[src/rtl/wdog_pkg.sv]
package wdog_pkg;
  localparam int REG_W   = 16;
  localparam int FIELD_W = 8;
  localparam int ADDR_W  = 3;
  localparam int CNT_W   = FIELD_W + 1;

  localparam logic [ADDR_W-1:0] ADR_CTRL = 3'h0;
  localparam logic [ADDR_W-1:0] ADR_SVC  = 3'h2;
  localparam logic [ADDR_W-1:0] ADR_STAT = 3'h4;

  localparam logic [REG_W-1:0] KEY_ARM  = 16'h5555;
  localparam logic [REG_W-1:0] KEY_FIRE = 16'hAAAA;

  localparam int CB_SUSP   = 0;
  localparam int CB_EN     = 2;
  localparam int CB_MASK   = 3;
  localparam int FIELD_LSB = 8;
  localparam int SB_TOUT   = 1;

  typedef struct packed {
    logic [FIELD_W-1:0] field;
    logic               mask;
    logic               en;
    logic               susp;
  } ctrl_t;
endpackage

[src/rtl/wdog_rst_sync.sv]
module wdog_rst_sync #(
  parameter int STAGES = 2
) (
  input  logic clk,
  input  logic arst_n,
  output logic rst_n
);
  logic [STAGES-1:0] sync_q;

  always_ff @(posedge clk or negedge arst_n) begin
    if (!arst_n) sync_q <= '0;
    else         sync_q <= {sync_q[STAGES-2:0], 1'b1};
  end

  assign rst_n = sync_q[STAGES-1];
endmodule

[src/rtl/wdog_ctrl_regs.sv]
module wdog_ctrl_regs
  import wdog_pkg::*;
(
  input  logic               clk,
  input  logic               rst_n,
  input  logic               ctrl_we,
  input  logic [REG_W-1:0]   wdata,
  output ctrl_t              ctrl_q,
  output logic               first_en,
  output logic [FIELD_W-1:0] first_field
);
  ctrl_t ctrl_d;

  always_comb begin
    ctrl_d = ctrl_q;
    if (ctrl_we) begin
      ctrl_d.field = wdata[FIELD_LSB +: FIELD_W];
      ctrl_d.mask  = wdata[CB_MASK];
      ctrl_d.en    = ctrl_q.en   | wdata[CB_EN];
      ctrl_d.susp  = ctrl_q.susp | wdata[CB_SUSP];
    end
  end

  assign first_en    = ctrl_we & wdata[CB_EN] & ~ctrl_q.en;
  assign first_field = wdata[FIELD_LSB +: FIELD_W];

  always_ff @(posedge clk or negedge rst_n) begin
    if (!rst_n) ctrl_q <= '0;
    else        ctrl_q <= ctrl_d;
  end

  p_en_sticky_r7: assert property (@(posedge clk) disable iff (!rst_n)
    ctrl_q.en |=> ctrl_q.en);
  p_susp_sticky_r8: assert property (@(posedge clk) disable iff (!rst_n)
    ctrl_q.susp |=> ctrl_q.susp);
  p_first_sets_en_r12: assert property (@(posedge clk) disable iff (!rst_n)
    first_en |=> ctrl_q.en);
endmodule

[src/rtl/wdog_key_check.sv]
module wdog_key_check
  import wdog_pkg::*;
(
  input  logic             clk,
  input  logic             rst_n,
  input  logic             svc_we,
  input  logic [REG_W-1:0] wdata,
  output logic             reload
);
  logic armed_q, armed_d;

  always_comb begin
    armed_d = armed_q;
    if (svc_we) armed_d = (wdata == KEY_ARM);
  end

  assign reload = svc_we & armed_q & (wdata == KEY_FIRE);

  always_ff @(posedge clk or negedge rst_n) begin
    if (!rst_n) armed_q <= 1'b0;
    else        armed_q <= armed_d;
  end

  p_arm_on_first_key_r5: assert property (@(posedge clk) disable iff (!rst_n)
    (svc_we && wdata == KEY_ARM) |=> armed_q);
  p_disarm_on_other_r6: assert property (@(posedge clk) disable iff (!rst_n)
    (svc_we && wdata != KEY_ARM) |=> !armed_q);
endmodule

[src/rtl/wdog_down_counter.sv]
module wdog_down_counter
  import wdog_pkg::*;
(
  input  logic               clk,
  input  logic               rst_n,
  input  logic               en,
  input  logic               first_load,
  input  logic [FIELD_W-1:0] first_field,
  input  logic               reload,
  input  logic [FIELD_W-1:0] field,
  input  logic               tick,
  input  logic               freeze,
  output logic               expire
);
  logic [CNT_W-1:0] cnt_q, cnt_d;
  logic             step;

  assign step = en & tick & ~freeze;

  always_comb begin
    cnt_d  = cnt_q;
    expire = 1'b0;
    if (first_load) begin
      cnt_d = CNT_W'(first_field) + CNT_W'(1);
    end else if (!en) begin
      cnt_d = '0;
    end else if (reload) begin
      cnt_d = CNT_W'(field) + CNT_W'(1);
    end else if (step) begin
      if (cnt_q == CNT_W'(1)) begin
        expire = 1'b1;
        cnt_d  = CNT_W'(field) + CNT_W'(1);
      end else begin
        cnt_d = cnt_q - CNT_W'(1);
      end
    end
  end

  always_ff @(posedge clk or negedge rst_n) begin
    if (!rst_n) cnt_q <= '0;
    else        cnt_q <= cnt_d;
  end

  p_live_nonzero_r3: assert property (@(posedge clk) disable iff (!rst_n)
    en |-> cnt_q != '0);
  p_step_down_r3: assert property (@(posedge clk) disable iff (!rst_n)
    (en && tick && !freeze && !reload && !first_load && cnt_q > CNT_W'(1))
      |=> cnt_q == $past(cnt_q) - CNT_W'(1));
  p_frozen_r8: assert property (@(posedge clk) disable iff (!rst_n)
    (en && freeze && !reload && !first_load) |=> $stable(cnt_q));
  p_idle_no_expire_r3: assert property (@(posedge clk) disable iff (!rst_n)
    !en |-> !expire);
endmodule

[src/rtl/wdog_pulse.sv]
module wdog_pulse #(
  parameter int LEN = 4
) (
  input  logic clk,
  input  logic rst_n,
  input  logic fire,
  output logic pulse_o
);
  localparam int PW = $clog2(LEN + 1);
  logic [PW-1:0] cnt_q, cnt_d;

  always_comb begin
    cnt_d = cnt_q;
    if (fire)                 cnt_d = PW'(LEN);
    else if (cnt_q != '0)     cnt_d = cnt_q - PW'(1);
  end

  always_ff @(posedge clk or negedge rst_n) begin
    if (!rst_n) cnt_q <= '0;
    else        cnt_q <= cnt_d;
  end

  assign pulse_o = (cnt_q != '0);

  p_fire_starts_r4: assert property (@(posedge clk) disable iff (!rst_n)
    fire |=> pulse_o);
  p_bounded_r4: assert property (@(posedge clk) disable iff (!rst_n)
    cnt_q <= PW'(LEN));
endmodule

[src/rtl/wdog_keyed_timer.sv]
module wdog_keyed_timer
  import wdog_pkg::*;
#(
  parameter int PULSE_CYC   = 4,
  parameter int SYNC_STAGES = 2
) (
  input  logic              clk,
  input  logic              por_n,
  input  logic [ADDR_W-1:0] bus_addr,
  input  logic              bus_we,
  input  logic [REG_W-1:0]  bus_wdata,
  output logic [REG_W-1:0]  bus_rdata,
  input  logic              tick,
  input  logic              low_power,
  output logic              wdog_rst
);
  logic               rst_n;
  ctrl_t              ctrl_q;
  logic               ctrl_we, svc_we;
  logic               first_en, reload, expire, fire;
  logic [FIELD_W-1:0] first_field;
  logic               stat_q, stat_d;

  wdog_rst_sync #(.STAGES(SYNC_STAGES)) u_sync (
    .clk(clk), .arst_n(por_n), .rst_n(rst_n));

  assign ctrl_we = bus_we & (bus_addr == ADR_CTRL);
  assign svc_we  = bus_we & (bus_addr == ADR_SVC);

  wdog_ctrl_regs u_regs (
    .clk(clk), .rst_n(rst_n), .ctrl_we(ctrl_we), .wdata(bus_wdata),
    .ctrl_q(ctrl_q), .first_en(first_en), .first_field(first_field));

  wdog_key_check u_key (
    .clk(clk), .rst_n(rst_n), .svc_we(svc_we), .wdata(bus_wdata),
    .reload(reload));

  wdog_down_counter u_cnt (
    .clk(clk), .rst_n(rst_n), .en(ctrl_q.en), .first_load(first_en),
    .first_field(first_field), .reload(reload), .field(ctrl_q.field),
    .tick(tick), .freeze(ctrl_q.susp & low_power), .expire(expire));

  assign fire = expire & ~ctrl_q.mask;

  wdog_pulse #(.LEN(PULSE_CYC)) u_pulse (
    .clk(clk), .rst_n(rst_n), .fire(fire), .pulse_o(wdog_rst));

  always_comb begin
    stat_d = stat_q | expire;
  end

  always_ff @(posedge clk or negedge rst_n) begin
    if (!rst_n) stat_q <= 1'b0;
    else        stat_q <= stat_d;
  end

  always_comb begin
    bus_rdata = '0;
    case (bus_addr)
      ADR_CTRL: begin
        bus_rdata[FIELD_LSB +: FIELD_W] = ctrl_q.field;
        bus_rdata[CB_MASK]              = ctrl_q.mask;
        bus_rdata[CB_EN]                = ctrl_q.en;
        bus_rdata[CB_SUSP]              = ctrl_q.susp;
      end
      ADR_STAT: bus_rdata[SB_TOUT] = stat_q;
      default:  bus_rdata = '0;
    endcase
  end

  p_status_hold_r10: assert property (@(posedge clk) disable iff (!rst_n)
    stat_q |=> stat_q);
  p_pulse_has_cause_r9: assert property (@(posedge clk) disable iff (!rst_n)
    wdog_rst |-> stat_q);
  p_mask_blocks_r9: assert property (@(posedge clk) disable iff (!rst_n)
    (expire && ctrl_q.mask && !wdog_rst) |=> !wdog_rst);
endmodule

[config.mk]
export PLATFORM = sky130hd
export DESIGN_NAME = wdog_keyed_timer
export DESIGN_NICKNAME = d
export VERILOG_FILES = /design/src/rtl/wdog_pkg.sv /design/src/rtl/wdog_rst_sync.sv /design/src/rtl/wdog_ctrl_regs.sv /design/src/rtl/wdog_key_check.sv /design/src/rtl/wdog_down_counter.sv /design/src/rtl/wdog_pulse.sv /design/src/rtl/wdog_keyed_timer.sv
export SDC_FILE = /design/constraint.sdc
export NUM_CORES = 1
export LEC_CHECK = 0
export BUFFER_PORTS_ARGS = -buffer_cell sky130_fd_sc_hd__buf_2
export CAP_MARGIN = 5
export CORE_UTILIZATION = 55
export DETAILED_ROUTE_END_ITERATION = 6
export PLACE_DENSITY = 0.82
export SYNTH_ARGS = -nofsm -noshare
export SYNTH_HDL_FRONTEND = slang
export SYNTH_SLANG_ARGS = --single-unit
[constraint.sdc]
create_clock -name clk -period 1.2 [get_ports clk]
set_clock_uncertainty 0.1 [all_clocks]
set_input_delay 0.06 -clock clk [delete_from_list [all_inputs] [get_ports clk]]
set_output_delay 0.06 -clock clk [all_outputs]
set_load 0.01 [all_outputs]
==> results.ini, run 1 <==
[logic_synthesis]
synth.distinct_cells=59
seq_area_frac_synth=0.344
synth_async_sr_flop_share=1.00
most_instantiated_flip_flop_cell_in_the_synthesis_netlist=sky130_fd_sc_hd__dfrtp_1
post_synth_design_cell_area_sq_um=1960
synth_seq_cells=27
synth.mux.area_fraction=0.0669
dominant_combinational_cell_family_by_area_after_synthesis=simple AND/OR/NAND/NOR gates
yosys-top-cells-count=27 x sky130_fd_sc_hd__dfrtp_1, 12 x sky130_fd_sc_hd__and2_1, 12 x sky130_fd_sc_hd__nand2_1, 10 x sky130_fd_sc_hd__nor2_1
post_syn_instances=203
synth_edf_count=0
synth_warnings=0
post-synth-top-area-cell=sky130_fd_sc_hd__dfrtp_1
yosys.area_share.adder=0.0510
fraction_of_the_mapped_netlist_area_in_compound_gates=0.145
synth_xor_xnor_area_share=0.0669
yosysMostFrequentCell=sky130_fd_sc_hd__dfrtp_1
synth.top_cell.area_share=0.344
synthSimpleGateAreaFrac=0.278
syn_area_per_cell_sq_um=9.67
synthTopCellsByArea=sky130_fd_sc_hd__dfrtp_1 34%, sky130_fd_sc_hd__mux2_2 5.2%, sky130_fd_sc_hd__ha_1 5.1%

[outcome]
halt_reason=[ERROR GRT-0232] Routing congestion too high. Check the congestion heatmap in the GUI.
lastStage=global routing
run_status=did not finish

[place]
dpl.cell_count=344
globalplace.congestion=0.958
io_buffer_count=36
hpwlAfterDp_um=4810

[floorplan]
floorplan.initialDensity=0.579
floorplan.die.width_um=61.7
fp-row-count=21
design.portCount=41
dieHeight_um=61.7

[timing]
repair-timing-grt-worst-ep=u_cnt.cnt_q[5]$_DFFE_PN0P_/D
worstEndpointType=register data pin

[clock_network]
cts_root_buf=sky130_fd_sc_hd__clkbuf_4
cts_h_tree_lvls=1
cts_made_buffers=3
clock_sinks=27
clock_tree.buffer_depth=2

[global_route]
groute.usage.overall=0.705
globalRoute.totalOverflow=18
grt_start_max_net_pins=26

-- per-layer routing --
metal | overflow | track usage
met1 | 0 | 0.713
met2 | 8 | 0.886
met3 | 0 | 0.528
met4 | 10 | 0.698
met5 | 0 | 0.186
-- metrics by stage --
step / TNS, ns / util / setup WS, ns / instance area [sq um] / hold slack, ns
2_1_floorplan: -7.19 / - / -0.766 / 2010 / -0.336
3_3_place_gp: -9.59 / 0.786 / -0.742 / 2660 / -0.257
3_5_place_dp: -10.36 / 0.786 / -0.772 / 2660 / -0.246
4_1_cts: -9.95 / 0.867 / -0.781 / 2940 / 0.0142
-- what timing repair did --
action	4_1_cts
setup buffers	13
hold buffers	4
pin swaps	4
endpoints found under the hold margin	4
gates resized for setup	29
setup endpoints to repair	26
-- cell families after synthesis --
group                      after synthesis
and+or+nand+nor                         85
xor gates and xnor gates                15
muxes                                   12
buffers and inverters                   17
adders and majority gates                8
DFF                                     27
AOI/OAI and AO/OA                       37
other                                    2
==> inputs of run 2 (changes only) <==
Settings changed: CORE_UTILIZATION 55 to 40, PLACE_DENSITY 0.82 to default, PLACE_DENSITY_LB_ADDON from default to 0.15.
==> run 2 against run 1 <==
Net effect: synthesized cell count unchanged; synthesized area unchanged; the flow now finishes, with violations (DRC, setup timing).
==> results.ini, run 2 <==
[routing]
routed-via-count=1997
ant_nets=0
detail_route.wirelength_um=6000
via_per_inst=5.16
post-route-drc-count=2
wl_per_cell_um=15.5
detailedRoute.firstIterationViolations=162
drtPass1Iterations=6

[place]
hpwlAfterDp_um=4240  ; -12%
globalplace.congestion=0.830  ; -13%
dpl.cell_count=368  ; +7.0%
io_buffer_count=36  ; unchanged

[logic_synthesis]
synth.top_cell.area_share=0.344  ; unchanged
post_synth_design_cell_area_sq_um=1960  ; unchanged
post-synth-top-area-cell=sky130_fd_sc_hd__dfrtp_1
synth_warnings=0  ; unchanged
synth_edf_count=0  ; unchanged
post_syn_instances=203  ; unchanged
seq_area_frac_synth=0.344  ; unchanged
synth_async_sr_flop_share=1.00  ; unchanged
syn_area_per_cell_sq_um=9.67  ; unchanged
synthTopCellsByArea=sky130_fd_sc_hd__dfrtp_1 34%, sky130_fd_sc_hd__mux2_2 5.2%, sky130_fd_sc_hd__ha_1 5.1%
most_instantiated_flip_flop_cell_in_the_synthesis_netlist=sky130_fd_sc_hd__dfrtp_1
yosysMostFrequentCell=sky130_fd_sc_hd__dfrtp_1
synth.distinct_cells=59  ; unchanged
synth_seq_cells=27  ; unchanged
yosys-top-cells-count=27 x sky130_fd_sc_hd__dfrtp_1, 12 x sky130_fd_sc_hd__and2_1, 12 x sky130_fd_sc_hd__nand2_1, 10 x sky130_fd_sc_hd__nor2_1

[run]
cap_viol_max_count=0

[floorplan]
fp-row-count=25  ; +19%
dieHeight_um=72.1  ; +17%
design.portCount=41  ; unchanged
design.core.area_sq_um=4720
floorplan.initialDensity=0.416  ; -0.164
fp.dieArea_sq_um=5190
floorplan.die.width_um=72.1  ; +17%

[layout]
final_common_cell=sky130_fd_sc_hd__buf_4
final_cell_mix=68 x sky130_fd_sc_hd__buf_4, 29 x sky130_fd_sc_hd__buf_2, 25 x sky130_fd_sc_hd__dfrtp_1
area_growth_pct=57.7
num_antenna_cells=0
max_flop_register=u_regs.ctrl_q
largest_registers=u_regs.ctrl_q: 11 flops, u_cnt.cnt_q: 9 flops, u_pulse.cnt_q: 3 flops
post_route_cells_drive_above_1_share=0.525
final_nets=353
largest_register_ffs=11
finalNonFillerCells=387

[timing]
setup_repair_after_global_routing_missed_its_margin=yes
slew_viol_final=0
worst_slack_ns=-0.851
final_hold_viol_count=0
tcrit_tclk_final=1.71
fmaxAchievable_mhz=488
final.min_clock_period_ns=2.05
setup_violations=23
setup_tns_ns=-9.62

[setup_path]
criticalPathCategory=flop to flop
worstPathArrival_ns=2.12
timing.critical_path.required_ns=1.27
path_max_fanout=5
critPathLaunchType=flop
end_kind=flop

[global_route]
initial_antenna_violation_count=0
grt_start_max_net_pins=26
globalRoute.totalOverflow=0
grt_first_pass_wirelength_um=9250
groute.usage.overall=0.234
grt_pass1_vias=1901

[power_and_ir_drop]
leakage_nw=1.45
totalPowerFinal_w=0.00404
cellPowerDensity_nw_per_um2=1300
max-vdd-ir-drop_uv=710

[clock_network]
clk_pin_slew_ns=0.09
source_to_sink_clock_delay_at_the_later_pin_of_the_worst_skew_pair_ns=0.28
cts_made_buffers=3  ; unchanged
cts_tree=yes
cts_h_tree_lvls=1  ; unchanged
clock_sinks=27  ; unchanged
cts_root_buf=sky130_fd_sc_hd__clkbuf_8
clock_tree.buffer_depth=2  ; unchanged

[hold_path]
worstHoldPathType=input pin to flop

[outcome]
violated_checks=DRC, setup timing
run_status=finished with violations

[run 2: cell counts after synthesis]
No cell type changed its count.
[run 2: what timing repair did]
action | CTS | global route
endpoints found under the setup margin | 23 | 26
hold endpoints to repair | 2 | 0
gates resized for setup | 32 | 21
pin swaps | 2 | 4
gates cloned | 0 | 1
hold buffers | 2 | 0
buffers inserted | 7 | 6
[run 2: report_power, final]
part / leakage [nW] / internal, W / switching, W
Combinational: 1.12 / 0.00123 / 0.000937
Sequential: 0.312 / 0.00115 / 0.000192
Clock: 0.0228 / 0.000238 / 0.000287
[run 2: critical path, cell delays in order, from the launching register on]
cell	delay, ns
sky130_fd_sc_hd__dfrtp_1	0.39
sky130_fd_sc_hd__or3_4	0.43
sky130_fd_sc_hd__or4_4	0.47
sky130_fd_sc_hd__o21ai_4	0.12
sky130_fd_sc_hd__mux2i_1	0.10
sky130_fd_sc_hd__a221o_1	0.33
[run 2: worst paths after layout]
path,start,end,slack (ns),cells past startpoint
max,u_cnt.cnt_q[5],u_cnt.cnt_q[1],-0.85,5
min,bus_wdata[2],u_regs.ctrl_q[1],0.02,4
max reg2reg,u_cnt.cnt_q[5],u_cnt.cnt_q[1],-0.85,5
min reg2reg,u_sync.sync_q[1],u_regs.ctrl_q[0],0.14,1
min in group asynchronous,u_sync.sync_q[1],u_regs.ctrl_q[0],0.14,1
max in group asynchronous,por_n,u_sync.sync_q[0],0.35,3
[run 2: logic make-up after synthesis]
group	after synthesis	share of synthesized area
and+or+nand+nor	85	0.278
AOI/OAI and AO/OA	37	0.145
DFF	27	0.344
buffers and inverters	17	0.0440
xor gates and xnor gates	15	0.0669
muxes	12	0.0669
adders and majority gates	8	0.0510
other	2	0.00383
[run 2: layer usage]
| metal | track usage | share of wire | vias to the layer above |
|---|---|---|---|
| met5 | 0 | 0 | - |
| met2 | 0.403 | 0.50 | 57 |
| met3 | 0.0208 | 0.035 | 16 |
| li1 | - | - | 975 |
| met4 | 0.0784 | 0.032 | 0 |
| met1 | 0.310 | 0.44 | 949 |
[run 2: layout make-up]
class | count | area (sq um)
clock buffers | 4 | 45.0
flip-flops and latches | 27 | 678
repair buffers | 118 | 890
well taps | 67 | 83.8
multi-input cells | 162 | 1370
fillers | 372 | 1630
inverters | 9 | 33.8
[run 2: per-stage QoR]
stage	utilization	instance area [sq um]	hold WS [ns]	setup WS (ns)
finish	0.656	3100	0.0191	-0.851
global route	0.656	3100	0.0345	-0.891
CTS	0.628	2960	0.0159	-0.796
detailed placement	0.574	2710	-0.252	-0.818
global placement	0.574	2710	-0.255	-0.810
floorplan	-	2010	-0.336	-0.766
No activity file was read; power rests on OpenSTA's default activity.
